**src/rtl/lsw_pkg.sv**
```systemverilog
package lsw_pkg;
  localparam int NSW = 10;

  typedef enum logic [2:0] {
    ST_OFF      = 3'd0,
    ST_TALK     = 3'd1,
    ST_RING     = 3'd2,
    ST_LOOP     = 3'd3,
    ST_RGTEST   = 3'd4,
    ST_SLTEST   = 3'd5,
    ST_LOOP_SLT = 3'd6,
    ST_OUT_RGT  = 3'd7
  } lsw_state_e;

  typedef enum logic [2:0] {
    PH_WAIT, PH_STEADY, PH_GAP, PH_MAKE, PH_BREAK, PH_HOLD
  } lsw_phase_e;

  localparam logic [NSW-1:0] SET_TALK = 10'b00_0000_0011;
  localparam logic [NSW-1:0] SET_RING = 10'b00_0000_1100;
  localparam logic [NSW-1:0] SET_OVL  = SET_TALK | SET_RING;
endpackage

```
**src/rtl/lsw_sync.sv**
```systemverilog
module lsw_sync #(
  parameter int STAGES = 2
) (
  input  logic clk,
  input  logic rst_n,
  input  logic d,
  output logic q
);
  logic [STAGES-1:0] chain;
  generate
    for (genvar i = 0; i < STAGES; i++) begin : g_stage
      if (i == 0) begin : g_first
        always_ff @(posedge clk or negedge rst_n)
          if (!rst_n) chain[i] <= 1'b0;
          else        chain[i] <= d;
      end else begin : g_next
        always_ff @(posedge clk or negedge rst_n)
          if (!rst_n) chain[i] <= 1'b0;
          else        chain[i] <= chain[i-1];
      end
    end
  endgenerate
  assign q = chain[STAGES-1];
endmodule

```
**src/rtl/lsw_req_latch.sv**
```systemverilog
module lsw_req_latch
  import lsw_pkg::*;
(
  input  logic       clk,
  input  logic       rst_n,
  input  logic [2:0] req_state,
  input  logic       has_combo_test,
  output lsw_state_e pend
);
  logic allowed;
  assign allowed = has_combo_test || (req_state != 3'(ST_OUT_RGT));

  always_ff @(posedge clk or negedge rst_n)
    if (!rst_n)       pend <= ST_TALK;
    else if (allowed) pend <= lsw_state_e'(req_state);
endmodule

```
**src/rtl/lsw_pattern.sv**
```systemverilog
module lsw_pattern
  import lsw_pkg::*;
(
  input  lsw_state_e       st,
  output logic [NSW-1:0]   pat
);
  always_comb begin
    pat = '0;
    case (st)
      ST_TALK:     pat[1:0] = 2'b11;
      ST_RING:     pat[3:2] = 2'b11;
      ST_LOOP:     pat[5:4] = 2'b11;
      ST_RGTEST:   pat[7:6] = 2'b11;
      ST_SLTEST:   pat[9:8] = 2'b11;
      ST_LOOP_SLT: begin pat[5:4] = 2'b11; pat[9:8] = 2'b11; end
      ST_OUT_RGT:  pat[7:4] = 4'b1111;
      default:     pat = '0;
    endcase
  end
endmodule

```
**src/rtl/line_switch_seq.sv**
```systemverilog
module line_switch_seq
  import lsw_pkg::*;
#(
  parameter int CLK_HZ  = 125_000_000,
  parameter int HOLD_MS = 25,
  parameter int GAP_CYC = 4
) (
  input  logic        clk,
  input  logic        rst_n,
  input  logic [2:0]  req_state,
  input  logic        make_first,
  input  logic        has_combo_test,
  input  logic        force_off,
  input  logic        batt_ok,
  output logic [9:0]  sw_en,
  output logic        busy
);
  localparam int HOLD_CYC = CLK_HZ / 1000 * HOLD_MS;
  localparam int CNT_MAX  = (HOLD_CYC > GAP_CYC) ? HOLD_CYC : GAP_CYC;
  localparam int CW       = $clog2(CNT_MAX + 1);
  localparam logic [CW-1:0] HOLD_LD = CW'(HOLD_CYC - 1);
  localparam logic [CW-1:0] GAP_LD  = CW'(GAP_CYC - 1);

  lsw_phase_e       ph_q;
  lsw_state_e       cur_q, tgt_q, pend, apply_st;
  logic [CW-1:0]    cnt_q;
  logic [NSW-1:0]   pat_q, apply_pat;
  logic             force_s;

  lsw_sync #(.STAGES(2)) u_fsync (
    .clk(clk), .rst_n(rst_n), .d(force_off), .q(force_s)
  );

  lsw_req_latch u_req (
    .clk(clk), .rst_n(rst_n), .req_state(req_state),
    .has_combo_test(has_combo_test), .pend(pend)
  );

  always_comb begin
    case (ph_q)
      PH_GAP:  apply_st = tgt_q;
      PH_HOLD: apply_st = pend;
      default: apply_st = ST_TALK;
    endcase
  end

  lsw_pattern u_pat (.st(apply_st), .pat(apply_pat));

  always_ff @(posedge clk or negedge rst_n) begin
    if (!rst_n) begin
      ph_q  <= PH_WAIT;
      cur_q <= ST_OFF;
      tgt_q <= ST_OFF;
      cnt_q <= '0;
      pat_q <= '0;
    end else if (!batt_ok) begin
      ph_q  <= PH_WAIT;
      cur_q <= ST_OFF;
      pat_q <= '0;
    end else if (force_s && ph_q != PH_WAIT && ph_q != PH_HOLD) begin
      ph_q  <= PH_HOLD;
      cur_q <= ST_OFF;
      cnt_q <= HOLD_LD;
      pat_q <= '0;
    end else begin
      case (ph_q)
        PH_WAIT: begin
          ph_q  <= PH_STEADY;
          cur_q <= ST_TALK;
          pat_q <= apply_pat;
        end
        PH_STEADY: begin
          if (pend != cur_q) begin
            if (cur_q == ST_RING && pend == ST_TALK) begin
              ph_q  <= make_first ? PH_MAKE : PH_BREAK;
              pat_q <= make_first ? SET_OVL : '0;
              cnt_q <= GAP_LD;
            end else begin
              ph_q  <= PH_GAP;
              tgt_q <= pend;
              pat_q <= '0;
            end
          end
        end
        PH_GAP: begin
          ph_q  <= PH_STEADY;
          cur_q <= tgt_q;
          pat_q <= apply_pat;
        end
        PH_MAKE, PH_BREAK: begin
          if (cnt_q == '0) begin
            ph_q  <= PH_STEADY;
            cur_q <= ST_TALK;
            pat_q <= apply_pat;
          end else begin
            cnt_q <= cnt_q - 1'b1;
          end
        end
        PH_HOLD: begin
          if (cnt_q != '0) begin
            cnt_q <= cnt_q - 1'b1;
          end else if (!force_s) begin
            ph_q  <= PH_STEADY;
            cur_q <= pend;
            pat_q <= apply_pat;
          end
        end
        default: ph_q <= PH_WAIT;
      endcase
    end
  end

  assign sw_en = (force_off || !batt_ok) ? '0 : pat_q;
  assign busy  = (ph_q != PH_STEADY);
endmodule

```
**config.mk**
```make
export PLATFORM = sky130hd
export DESIGN_NAME = line_switch_seq
export DESIGN_NICKNAME = d
export VERILOG_FILES = /design/src/rtl/lsw_pkg.sv /design/src/rtl/lsw_sync.sv /design/src/rtl/lsw_req_latch.sv /design/src/rtl/lsw_pattern.sv /design/src/rtl/line_switch_seq.sv
export SDC_FILE = /design/constraint.sdc
export NUM_CORES = 1
export LEC_CHECK = 0
export ABC_AREA = 1
export ABC_CLOCK_PERIOD_IN_PS = 5450
export BUFFER_PORTS_ARGS = -buffer_cell sky130_fd_sc_hd__buf_2
export CAP_MARGIN = 0
export CORE_ASPECT_RATIO = 1.4
export CORE_MARGIN = 2
export CORE_UTILIZATION = 45
export CTS_BUF_LIST = sky130_fd_sc_hd__clkbuf_8
export CTS_CLUSTER_SIZE = 12
export DETAILED_ROUTE_END_ITERATION = 10
export SLEW_MARGIN = 5
export SYNTH_ARGS = -nofsm -noshare
export SYNTH_HDL_FRONTEND = slang
export SYNTH_SLANG_ARGS = --single-unit
```
**constraint.sdc**
```tcl
create_clock -name clk -period 5.45 [get_ports clk]
set_input_delay 0.8175 -clock clk [delete_from_list [all_inputs] [get_ports clk]]
set_output_delay 0.8175 -clock clk [all_outputs]
set_load 0.005 [all_outputs]
```
# After elaboration in Yosys (flattened, before gate mapping)
# Index checks and enable logic that the tools add are counted.
[classes]
add_sub_neg = 1
n_eq_ne = 28
muxes = 36
n_bitwise = 2
n_reduce_logical = 21
[op_table]
columns = ["operator", "n"]
rows = [
  ["22-bit 2-to-1 mux", 5],
  ["10-bit 2-to-1 mux", 7],
  ["22-bit one-hot mux with 3 select lines", 1],
  ["10-bit one-hot mux with 4 select lines", 1],
  ["3-bit 2-to-1 mux", 12],
  ["3-bit one-hot mux with 4 select lines", 2],
  ["22-bit zero test", 1],
  ["22-bit nonzero test", 1],
  ["22-bit by 1-bit subtractor with 22-bit output, second input constant", 1],
  ["3-bit equality test, second input constant", 6],
  ["3-bit != test, second input constant", 6],
  ["4-bit != test, second input constant", 4],
  ["3-bit by 2-bit equality test with 1-bit output, second input constant", 5],
  ["2-bit 2-to-1 mux", 5],
  ["5-bit AND reduction", 2],
  ["3-bit by 1-bit equality test with 1-bit output, second input constant", 3],
  ["4-bit 2-to-1 mux", 2],
  ["4-bit AND reduction", 2],
  ["2-bit OR reduction", 4],
  ["6-bit by 1-bit != test with 1-bit output, second input constant", 1],
  ["6-bit by 2-bit != test with 1-bit output, second input constant", 1],
  ["3-bit one-hot mux with 2 select lines", 1],
  ["6-bit AND reduction", 1],
  ["4-bit nonzero test", 1],
  ["9 further kinds", 13],
]
[word_totals]
ff_bits = 46
in_bits = 9
out_inout_bits = 11
wordCells = 96

# Longest topological paths before layout
# Gate-level depths: netlist of run 1.
[depth]
depth_word = 10
mapped_depth = 13
ltp_nobuf = 12

# Modules after synthesis
# Synthesis of run 1 repeated with hierarchy kept, for this count alone.
[hier_totals]
hier_cells = 470
hier_area_um2 = 3260.6
[by_module_without_submodules]
columns = ["mod", "n_inst", "cells_per_inst", "area_per_inst_um2", "seq_area_each_um2"]
rows = [
  ["line_switch_seq", 1, 431, 2965.3, 1026.0],
  ["lsw_req_latch", 1, 19, 142.6, 76.3],
  ["lsw_pattern", 1, 18, 102.6, 0.0],
  ["lsw_sync", 1, 2, 50.0, 50.0],
]

# Worst setup path after synthesis of run 1
# Ideal clock, no wire load.
[synth_timing]
path_kind = "input -> output"
from = "input port batt_ok"
to = "output port sw_en[1]"
t_arrival_ns = 1.446
t_required_ns = 4.633
setup_slack_ns = 3.187
stages = 4
path_buffers = 1
path_cell_list = "inv_1 or2_2 nor2_1 buf_4"
[synth_via]
elab_chain_cells = 3
[synth_rtl]
columns = ["item", "line", "rtl"]
rows = [
  ["from (decl)", "line_switch_seq.sv:14", "input logic batt_ok,"],
  ["1-bit zero test", "line_switch_seq.sv:113", "assign sw_en = (force_off || !batt_ok) ? '0 : pat_q;"],
  ["1-bit logical OR", "line_switch_seq.sv:113", ""],
  ["10-bit 2-to-1 mux", "line_switch_seq.sv:113", ""],
  ["to (decl)", "line_switch_seq.sv:15", "output logic [9:0] sw_en,"],
]
# No other way between the ends.

# Worst setup path after layout of run 1
[layout_timing]
from = "input port batt_ok"
to = "output port sw_en[6]"
# The elaborated chain is that of the path after synthesis.

==> flow_summary.yaml, run 1 <==
global_route:
  antenna_found_initial: 0
  globalRouteOverflowTotal: 0
  grt_use_met2_pct: 37.8
  grt_pass1_wl_um: 11200
  gr-max-usage-layer: "met2"
  use_met3_pct: 2.81
  grt_pass1_vias: 2475
  grt_util_met1_pct: 23.0
  grt_max_degree: 42
  grtUsageTotal_pct: 20.4
clocking:
  cts_hold_buf: 0
  cts_buffers: 5
  cts_sinks: 41
  clkLatencyLatePin_ns: 0.30
  cts_tree: "built"
  cts_root_buffer: "clkbuf_8"
  cts_resized: 0
  clk_pin_slew_worst_paths_ns: 0.08
  max-clock-path-buffers: 2
  post-cts-setup-buffers: 0
  ctsHtreeMaxLevel: 2
synthesis:
  synth_area_sq_um: 2780
  synth_top_area_cell: "dfrtp_1"
  synth_nets: 423
  synth_seq_cells: 41
  synthTopCellsByArea: "dfrtp_1 (36%), nand2_1 (16%), nor2_1 (8.4%)"
  synth_top_cell_area_share_pct: 36.0
  yosysMostFrequentCell: "nand2_1"
  synth_edf_count: 0
  avgSynthCellArea_sq_um: 6.73
  ys_types: 35
  ys_warn_count: 0
  synthArstFlopShare_pct: 100
  seq_area_frac_synth_pct: 36.9
  syn_inst: 413
  synth_ff_type: "dfrtp_1"
  synth_common_cells: "nand2_1 (122), nor2_1 (62), inv_1 (48)"
power:
  internal_power_mw: 0.684
  swShare_pct: 47.8
  power_density_nw_per_um2: 444
  worst_ir_drop_vdd_v: 0.000176
  power.leakage_nw: 1.56
  p_sw_mw: 0.628
  combPwrFrac_pct: 48.6
  p_total_mw: 1.31
  p_seq_share_pct: 35.6
  p_clk_share_pct: 15.8
sta:
  setup_ws_ns: 2.96
  final-max-slew-violation-count: 0
  rsz0062_at_grt: "false"
  fin_setup_tns_ns: 0
  setup_viol: 0
  hold_viol: 0
  fin_hold_ws_ns: 0.349
  slew_headroom_pct: 36.8
  max_freq_mhz: 401
  fin_crit_ns: 2.49
  tightest_slew_ns: 0.948
  period_share_pct: 45.8
  fin_skew_ns: 0.00664
critical_path:
  cpLargestDelayFamily: "simple AND/OR/NAND/NOR gates"
  crit_path_max_incr_delay_ns: 0.33
  start_kind: "primary input"
  cp.required_ns: 4.63
  path_class: "primary input to output pin"
  path_cells: "buf_2, inv_1, or2_2, nor2_1, buf_2"
  cpMostUsedCell: "buf_2"
  cp.arrival_ns: 1.68
  critical-path-slowest-cell: "or2_2"
  end_kind: "output pin"
  critPathBufInv: 3
  worstPathMaxFanout: 7
floorplan:
  dieHeight_um: 97.0
  dieArea_sq_um: 6830
  core_area_sq_um: 5900
  num_rows: 33
  initial_core_util_pct: 47.1
  die_w_um: 70.4
  ios: 20
outcome:
  status: "completed"
detailed_routing:
  num_vias: 2545
  drtPass1Iterations: 4
  post-route-drc-count: 0
  wire_per_inst_um: 13.0
  vias_per_cell: 5.11
  routed_wl_um: 6480
  drt_iter0_drc: 154
  detail-route-antenna-nets: 0
placement:
  port-buffer-count: 19
  place.gp.congestion: 0.850
  dp_slack_ns: 2.97
  postPlaceCellArea_sq_um: 2870
  dp_hpwl_um: 4760
layout:
  syn_to_final_growth_pct: 6.30
  design_area_sq_um: 2960
  nets: 437
  antennaDiodeCount: 0
  drive_gt1_share_pct: 14.0
worst_hold_path:
  hp-class: "register to register"
run:
  cap_violations: 0
-- through the flow --
stage               util, %  instances
finish                 50.1        498
global route           50.1        498
CTS                    50.1        498
detailed placement     48.5        490
global placement       48.5        490
floorplan                 -        413
-- final timing paths --
check	from	endpoint	slack (ns)	cells past startpoint
max	batt_ok	sw_en[6]	2.96	5
min	u_fsync.chain[0]$_DFF_PN0_	u_fsync.q$_DFF_PN0_	0.35	0
max reg2reg	ph_q[1]$_DFFE_PN0P_	cnt_q[21]$_DFFE_PN0P_	3.21	10
min reg2reg	u_fsync.chain[0]$_DFF_PN0_	u_fsync.q$_DFF_PN0_	0.35	0
max in group asynchronous	rst_n	u_fsync.chain[0]$_DFF_PN0_	4.19	1
min in group asynchronous	rst_n	cnt_q[3]$_DFFE_PN0P_	0.66	1
-- flip-flops by register name, indices dropped and copies added, names as in the netlist --
signal         cells
ph_q               3
pat_q              5
cur_q              3
u_req.pend         3
u_fsync.chain      1
tgt_q              3
cnt_q             22
u_fsync.q          1
-- metal layers --
metal,vias up,share of wire (%)
met5,-,0
met1,1174,42
met4,0,1.2
li1,1332,-
met2,31,54
met3,8,2.2
-- power groups by stage --
stage          registers [mW]  logic (mW)  clock network [mW]
2_1_floorplan           0.446       0.539                   0
3_3_place_gp            0.470       0.632                   0
3_5_place_dp            0.474       0.643                   0
4_1_cts                 0.468       0.645               0.218
5_1_grt                 0.479       0.745               0.224
6_report                0.467       0.637               0.207
-- worst reg2reg max path, stage by stage, from the launching register on --
cell and delay, ns:
dfrtp_1 0.56, inv_2 0.10, nand3_2 0.13, nand3_2 0.44, nand2_1 0.21, inv_1 0.06
nand2_2 0.09, nand2_4 0.16, inv_6 0.25, nor2_1 0.07, nor2_1 0.10
-- area by class of cell --
type                    instances  area, sq um
fillers                       615         2950
multi-input cells             305         1440
flip-flops and latches         41         1030
inverters                      55          214
repair buffers                 19         95.1
well taps                      70         87.6
clock buffers                   6         82.6
clock inverters                 2         7.51
-- placed cells by master, fill, tap and decap left out, types with 2 or more instances in the layout --
cell / netlist / routed
nand2_1: 122 / 122
nor2_1: 62 / 62
inv_1: 48 / 50
dfrtp_1: 40 / 40
nand3_1: 34 / 34
buf_2: 3 / 19
o21ai_0: 14 / 14
nand4_1: 11 / 11
o21ai_1: 9 / 9
nor2_2: 8 / 8
o21ai_2: 8 / 8
clkbuf_8: 0 / 6
inv_2: 4 / 4
nand2_2: 4 / 4
nand3_2: 4 / 4
nor3_1: 4 / 4
xnor2_1: 4 / 4
a31oi_1: 4 / 4
a21oi_1: 3 / 3
or2_2: 2 / 2
nand2_4: 2 / 2
xor2_1: 2 / 2
a21o_1: 2 / 2
-- kinds of logic (layout without fill, tap and decap cells) --
logic type,count (synthesis),after routing,share of synthesized area [%]
fa+ha+maj,1,1,0.450
simple gates,255,255,40.1
compound gates,43,43,9.45
buf+inv,67,82,11.2
xor+xnor,6,6,1.89
flops,41,41,36.9
Power figures use the tool's default switching activity.
==> run 2: changes to the inputs <==
ABC_AREA = 0   (was 1)
ABC_CLOCK_PERIOD_IN_PS = 2200   (was 5450)
clock period = 2.2 ns   (was 5.45 ns; I/O delays follow)
==> flow_summary.yaml, run 2 <==
synthesis:
  ys_types: 63
  synthArstFlopShare_pct: 100
  synth_edf_count: 0
  synth_seq_cells: 41
  ys_warn_count: 0
  synthSimpleGateAreaFrac_pct: 19.6
  seq_area_frac_synth_pct: 38.9
  synth_common_cells: "dfrtp_1 (40), nor2_1 (19), clkbuf_1 (18)"
  synth_top_cell_area_share_pct: 37.9
  synth_mux_area_share_pct: 4.12
  synth_area_sq_um: 2640
  synth_compound_area_share_pct: 28.8
  synth_xor_xnor_area_share_pct: 1.66
  synth_nets: 292
  yosysMostFrequentCell: "dfrtp_1"
  synth_ff_type: "dfrtp_1"
  synth_top_area_cell: "dfrtp_1"
  yosys.area_share.adder_pct: 0.474
  synth_top_family_by_area: "compound AO/OA/AOI/OAI gates"
  synthTopCellsByArea: "dfrtp_1 (38%), a22o_1 (3.3%), mux2_2 (3.0%)"
  syn_inst: 282
  avgSynthCellArea_sq_um: 9.36
clocking:
  cts_hold_buf: 0
  cts_root_buffer: "clkbuf_8"
  max-clock-path-buffers: 2
  cts_sinks: 41
  cts_buffers: 5
  clkLatencyLatePin_ns: 0.30
  clk_pin_slew_worst_paths_ns: 0.08
  ctsHtreeMaxLevel: 2
  cts_tree: "built"
sta:
  fin_skew_ns: 0.0102
  setup_ws_ns: -0.174
  setup_viol: 28
  tightest_slew_ns: 0.678
  hold_viol: 0
  fin_crit_ns: 2.37
  slew_headroom_pct: 54.8
  fin_hold_ws_ns: 0.0568
  rsz0062_at_grt: "true"
  period_share_pct: 108
  max_freq_mhz: 421
  final-max-slew-violation-count: 0
critical_path:
  critical-path-slowest-cell: "or4_4"
  crit_path_max_incr_delay_ns: 0.54
  reg2reg_from: "cnt_q[6]$_DFFE_PN0P_"
  worstReg2RegEnd: "cnt_q[18]$_DFFE_PN0P_"
  reg2reg_slack_ns: -0.17
  start_kind: "register"
  cpMostUsedCell: "or4_4"
  critPathBufInv: 2
  end_kind: "register"
  cp.arrival_ns: 2.62
  r2r_cells: 7
  worstPathMaxFanout: 5
  path_class: "register to register"
  cpLargestDelayFamily: "simple AND/OR/NAND/NOR gates"
  path_cells: "or4_4, or4_4, buf_6, o41ai_4, buf_4, a21o_1, o31a_1"
  cp.required_ns: 2.45
floorplan:
  num_rows: 33
  ios: 20
  initial_core_util_pct: 45.7
  dieHeight_um: 94.6
  dieArea_sq_um: 6500
  die_w_um: 68.7
  core_area_sq_um: 5780
placement:
  port-buffer-count: 19
  place_inst: 407
  place.gp.congestion: 0.835
  dp_hpwl_um: 5410
power:
  power.leakage_nw: 1.65
  p_clk_share_pct: 14.4
  power_density_nw_per_um2: 995
  worst_ir_drop_vdd_v: 0.000511
  internal_power_mw: 2.14
  p_seq_share_pct: 30.3
  swShare_pct: 40.1
  combPwrFrac_pct: 55.3
  p_sw_mw: 1.43
global_route:
  grtUsageTotal_pct: 25.9
  gr-max-usage-layer: "met2"
  grt_pass1_wl_um: 12600
  use_met3_pct: 3.22
  grt_pass1_vias: 2668
  grt_max_degree: 28
  grt_util_met1_pct: 27.2
  antenna_found_initial: 0
  globalRouteOverflowTotal: 0
  grt_use_met2_pct: 50.4
detailed_routing:
  post-route-drc-count: 0
  detail-route-antenna-nets: 0
  num_vias: 2554
  drtPass1Iterations: 4
  vias_per_cell: 6.04
  drt_iter0_drc: 151
  routed_wl_um: 7530
  wire_per_inst_um: 17.8
outcome:
  violations: "negative setup slack"
  status: "finished, violations left"
layout:
  top_regs: "cnt_q: 22 flops, pat_q: 5 flops"
  final_common_cell: "buf_4"
  largest_reg_flops: 22
  nets: 362
  antennaDiodeCount: 0
  instances_no_fill: 423
  regMostFlops: "cnt_q"
  syn_to_final_growth_pct: 35.8
  drive_gt1_share_pct: 41.4
  final_cell_mix: "buf_4 (62), dfrtp_1 (40), buf_2 (19)"
run:
  cap_violations: 0
worst_hold_path:
  hp-class: "primary input to asynchronous set/reset pin"
==> run 2: cell count changes after synthesis, moves of 11 or more <==
cell      previous run  this run
nand4_1             11         0
nor2_1              62        19
nand2_1            122         7
clkbuf_1             0        18
nand3_1             34         7
inv_1               48        15
==> run 2: layer usage <==
layer	share of wire [%]	routed length [um]
met1	37	2780
met3	3.2	241
met4	2.3	172
met2	58	4330
met5	0	0
==> run 2: through the flow <==
step / instance area (sq um) / util [%] / power [mW] / worst slack [ns] / TNS, ns
after floorplan: 2720 / - / 2.05 / -0.217 / -1.02
after global placement: 3260 / 56.4 / 2.66 / -0.218 / -2.58
after detailed placement: 3260 / 56.4 / 2.69 / -0.227 / -3.05
after CTS: 3470 / 60.0 / 3.37 / -0.166 / -1.96
after global routing: 3580 / 62.0 / 3.80 / -0.268 / -4.72
final: 3580 / 62.0 / 3.57 / -0.174 / -2.62
==> run 2: kinds of logic (layout without fill, tap and decap cells) <==
logic type	Yosys count	count (layout)
flip-flops	41	41
buffers and inverters	40	111
AND/OR/NAND/NOR	87	87
AO/OA/AOI/OAI	98	98
XOR/XNOR	5	5
adder cells (fa/ha/maj)	1	1
multiplexers	10	10
==> run 2: power by group through the flow <==
| stage | clock network, mW | registers (mW) | logic, mW |
|---|---|---|---|
| after CTS | 0.539 | 1.08 | 1.75 |
| after global routing | 0.561 | 1.10 | 2.13 |
| after detailed placement | 0 | 1.08 | 1.60 |
| after global placement | 0 | 1.08 | 1.58 |
| after floorplan | 0 | 1.07 | 0.971 |
| final | 0.513 | 1.08 | 1.97 |
==> run 2: worst max path at each step <==
stage                          from                     to  slack [ns]  cells past startpoint
3_5_place_dp   cnt_q[7]$_DFFE_PN0P_  cnt_q[20]$_DFFE_PN0P_       -0.23                      5
3_3_place_gp   cnt_q[7]$_DFFE_PN0P_  cnt_q[18]$_DFFE_PN0P_       -0.22                      7
4_1_cts        cnt_q[5]$_DFFE_PN0P_  cnt_q[20]$_DFFE_PN0P_       -0.17                      5
5_1_grt        cnt_q[1]$_DFFE_PN0P_  cnt_q[12]$_DFFE_PN0P_       -0.27                      7
6_report       cnt_q[6]$_DFFE_PN0P_  cnt_q[18]$_DFFE_PN0P_       -0.17                      7
2_1_floorplan  cnt_q[7]$_DFFE_PN0P_  cnt_q[20]$_DFFE_PN0P_       -0.22                      6
==> run 2: layout make-up <==
type	instances	area, sq um
repair buffers	88	657
well taps	70	87.6
clock buffers	6	82.6
multi-input cells	201	1670
clock inverters	2	7.51
fillers	490	2200
flip-flops and latches	41	1030
inverters	15	56.3
==> run 2: repair_timing <==
item                                   CTS  global route
gates resized for setup                 18            19
pin swaps                               14             6
endpoints found under the hold margin    0             0
setup buffers                            3             5
setup endpoints to repair               28            32
==> run 3: changes to the inputs <==
ABC_CLOCK_PERIOD_IN_PS = 2000   (was 2200)
PLACE_DENSITY = 0.74   (was default)
clock period = 2 ns   (was 2.2 ns; I/O delays follow)
==> flow_summary.yaml, run 3 (synthesized netlist as in run 2, its figures left out) <==
floorplan:
  die_w_um: 68.7
  dieHeight_um: 94.6
  dieArea_sq_um: 6500
  initial_core_util_pct: 45.7
  core_area_sq_um: 5780
  ios: 20
  num_rows: 33
global_route:
  globalRouteOverflowTotal: 0
  grt_max_degree: 42
  grt_pass1_wl_um: 12800
  grt_pass1_vias: 2755
  grtUsageTotal_pct: 26.5
  antenna_found_initial: 0
placement:
  port-buffer-count: 19
  postPlaceCellArea_sq_um: 3380
  dp_slack_ns: -0.444
  place.gp.congestion: 0.866
  dp_hpwl_um: 5360
detailed_routing:
  detail-route-antenna-nets: 0
  drt_iter0_drc: 163
  vias_per_cell: 6.18
  routed_wl_um: 8000
  num_vias: 2726
  wire_per_inst_um: 18.1
  post-route-drc-count: 0
  drtPass1Iterations: 5
critical_path:
  cp.arrival_ns: 2.55
  reg2reg_from: "cnt_q[1]$_DFFE_PN0P_"
  cp.required_ns: 2.19
  r2r_cells: 7
  path_class: "register to register"
  end_kind: "register"
  start_kind: "register"
  worstPathMaxFanout: 4
  worstReg2RegEnd: "cnt_q[20]$_DFFE_PN0P_"
  reg2reg_slack_ns: -0.36
power:
  worst_ir_drop_vdd_v: 0.000481
  power.leakage_nw: 1.74
  power_density_nw_per_um2: 1070
  p_clk_share_pct: 13.2
  p_seq_share_pct: 28.7
  combPwrFrac_pct: 58.1
  internal_power_mw: 2.39
  p_sw_mw: 1.68
  swShare_pct: 41.3
outcome:
  violations: "negative setup slack"
  status: "finished, violations left"
sta:
  slew_headroom_pct: 59.2
  period_share_pct: 118
  final-max-slew-violation-count: 0
  rsz0062_at_grt: "true"
  fin_skew_ns: 0.0152
  fin_hold_ws_ns: 0.0654
  hold_viol: 0
  fin_crit_ns: 2.36
  setup_viol: 33
  tightest_slew_ns: 0.606
  max_freq_mhz: 424
  setup_ws_ns: -0.360
layout:
  syn_to_final_growth_pct: 43.4
  drive_gt1_share_pct: 46.4
  nets: 380
  regMostFlops: "cnt_q"
  design_area_sq_um: 3790
  top_regs: "cnt_q: 22 flops, pat_q: 5 flops"
  n_fill_cell: 468
  antennaDiodeCount: 0
  final_cell_mix: "buf_4 (78), dfrtp_1 (40), buf_2 (19)"
  final_common_cell: "buf_4"
  largest_reg_flops: 22
clocking:
  cts_root_buffer: "clkbuf_8"
  cts_buffers: 5
  cts_hold_buf: 0
  max-clock-path-buffers: 2
  clk_pin_slew_worst_paths_ns: 0.08
  cts_tree: "built"
  cts_sinks: 41
  clkLatencyLatePin_ns: 0.30
  ctsHtreeMaxLevel: 2
worst_hold_path:
  hp-class: "primary input to asynchronous set/reset pin"
run:
  cap_violations: 0
run 3: changes by cell type in the layout (fill, tap and decap cells not counted), sizes merged:
cell    previous run  this run
buf               88       106
clkbuf             6         5
clkinv             0         2
inv               17        16
run 3: timing repair:
item / 4_1_cts / 5_1_grt
setup buffers: 7 / 3
pin swaps: 22 / 6
endpoints found under the setup margin: 33 / 36
cloned: 2 / 0
resized for setup: 39 / 13
run 3: cell type report:
| type | count | area (sq um) | area share (%) |
|---|---|---|---|
| clock buffer | 5 | 68.8 | 1.82 |
| inverter | 15 | 56.3 | 1.49 |
| timing repair buffer | 106 | 791 | 20.9 |
| sequential | 41 | 1030 | 27.1 |
| tap | 70 | 87.6 | 2.31 |
| clock inverter | 3 | 13.8 | 0.364 |
| multi-input combinational | 201 | 1740 | 46.0 |
run 3: per-layer routing:
metal / routed length (um) / part of all wire, % / up-vias / track usage (%)
met3: 321 / 4.0 / 30 / 4.29
met5: 0 / 0 / - / 0
met2: 4400 / 55 / 93 / 48.5
li1: - / - / 1253 / -
met1: 2970 / 37 / 1350 / 27.3
met4: 313 / 3.9 / 0 / 15.0
run 3: per-stage QoR:
stage / TNS, ns / std cells / total power, mW / util, %
floorplan: -6.26 / 282 / 2.31 / -
global placement: -7.99 / 422 / 3.07 / 58.5
detailed placement: -9.08 / 422 / 3.11 / 58.5
CTS: -8.47 / 439 / 3.95 / 64.6
global route: -11.40 / 441 / 4.31 / 65.5
finish: -8.77 / 441 / 4.07 / 65.5
run 3: how the worst max path moves through the flow:
| stage | from | to | slack [ns] | depth (start not counted) |
|---|---|---|---|---|
| after floorplan | cnt_q[7]$_DFFE_PN0P_ | cnt_q[20]$_DFFE_PN0P_ | -0.42 | 6 |
| after global placement | cnt_q[0]$_DFFE_PN0P_ | cnt_q[20]$_DFFE_PN0P_ | -0.37 | 7 |
| after detailed placement | cnt_q[0]$_DFFE_PN0P_ | cnt_q[18]$_DFFE_PN0P_ | -0.44 | 8 |
| after CTS | cnt_q[7]$_DFFE_PN0P_ | cnt_q[20]$_DFFE_PN0P_ | -0.35 | 5 |
| after global routing | cnt_q[13]$_DFFE_PN0P_ | cur_q[0]$_DFFE_PN0P_ | -0.43 | 6 |
| final | cnt_q[1]$_DFFE_PN0P_ | cnt_q[20]$_DFFE_PN0P_ | -0.36 | 7 |
run 3: worst max-delay path: stages (launching register included):
cell and delay (ns):
dfrtp_1 0.42, inv_2 0.09, ha_4 0.13, or3b_4 0.37
or4_4 0.46, or2_1 0.24, o311a_1 0.28, a221o_1 0.26
run 3: power by group through the flow:
stage                     registers, mW  logic, mW  clock network (mW)
after global placement             1.16       1.90                   0
final                              1.17       2.36               0.538
after detailed placement           1.18       1.94                   0
after floorplan                    1.19       1.11                   0
after CTS                          1.16       2.24               0.548
after global routing               1.19       2.52               0.593
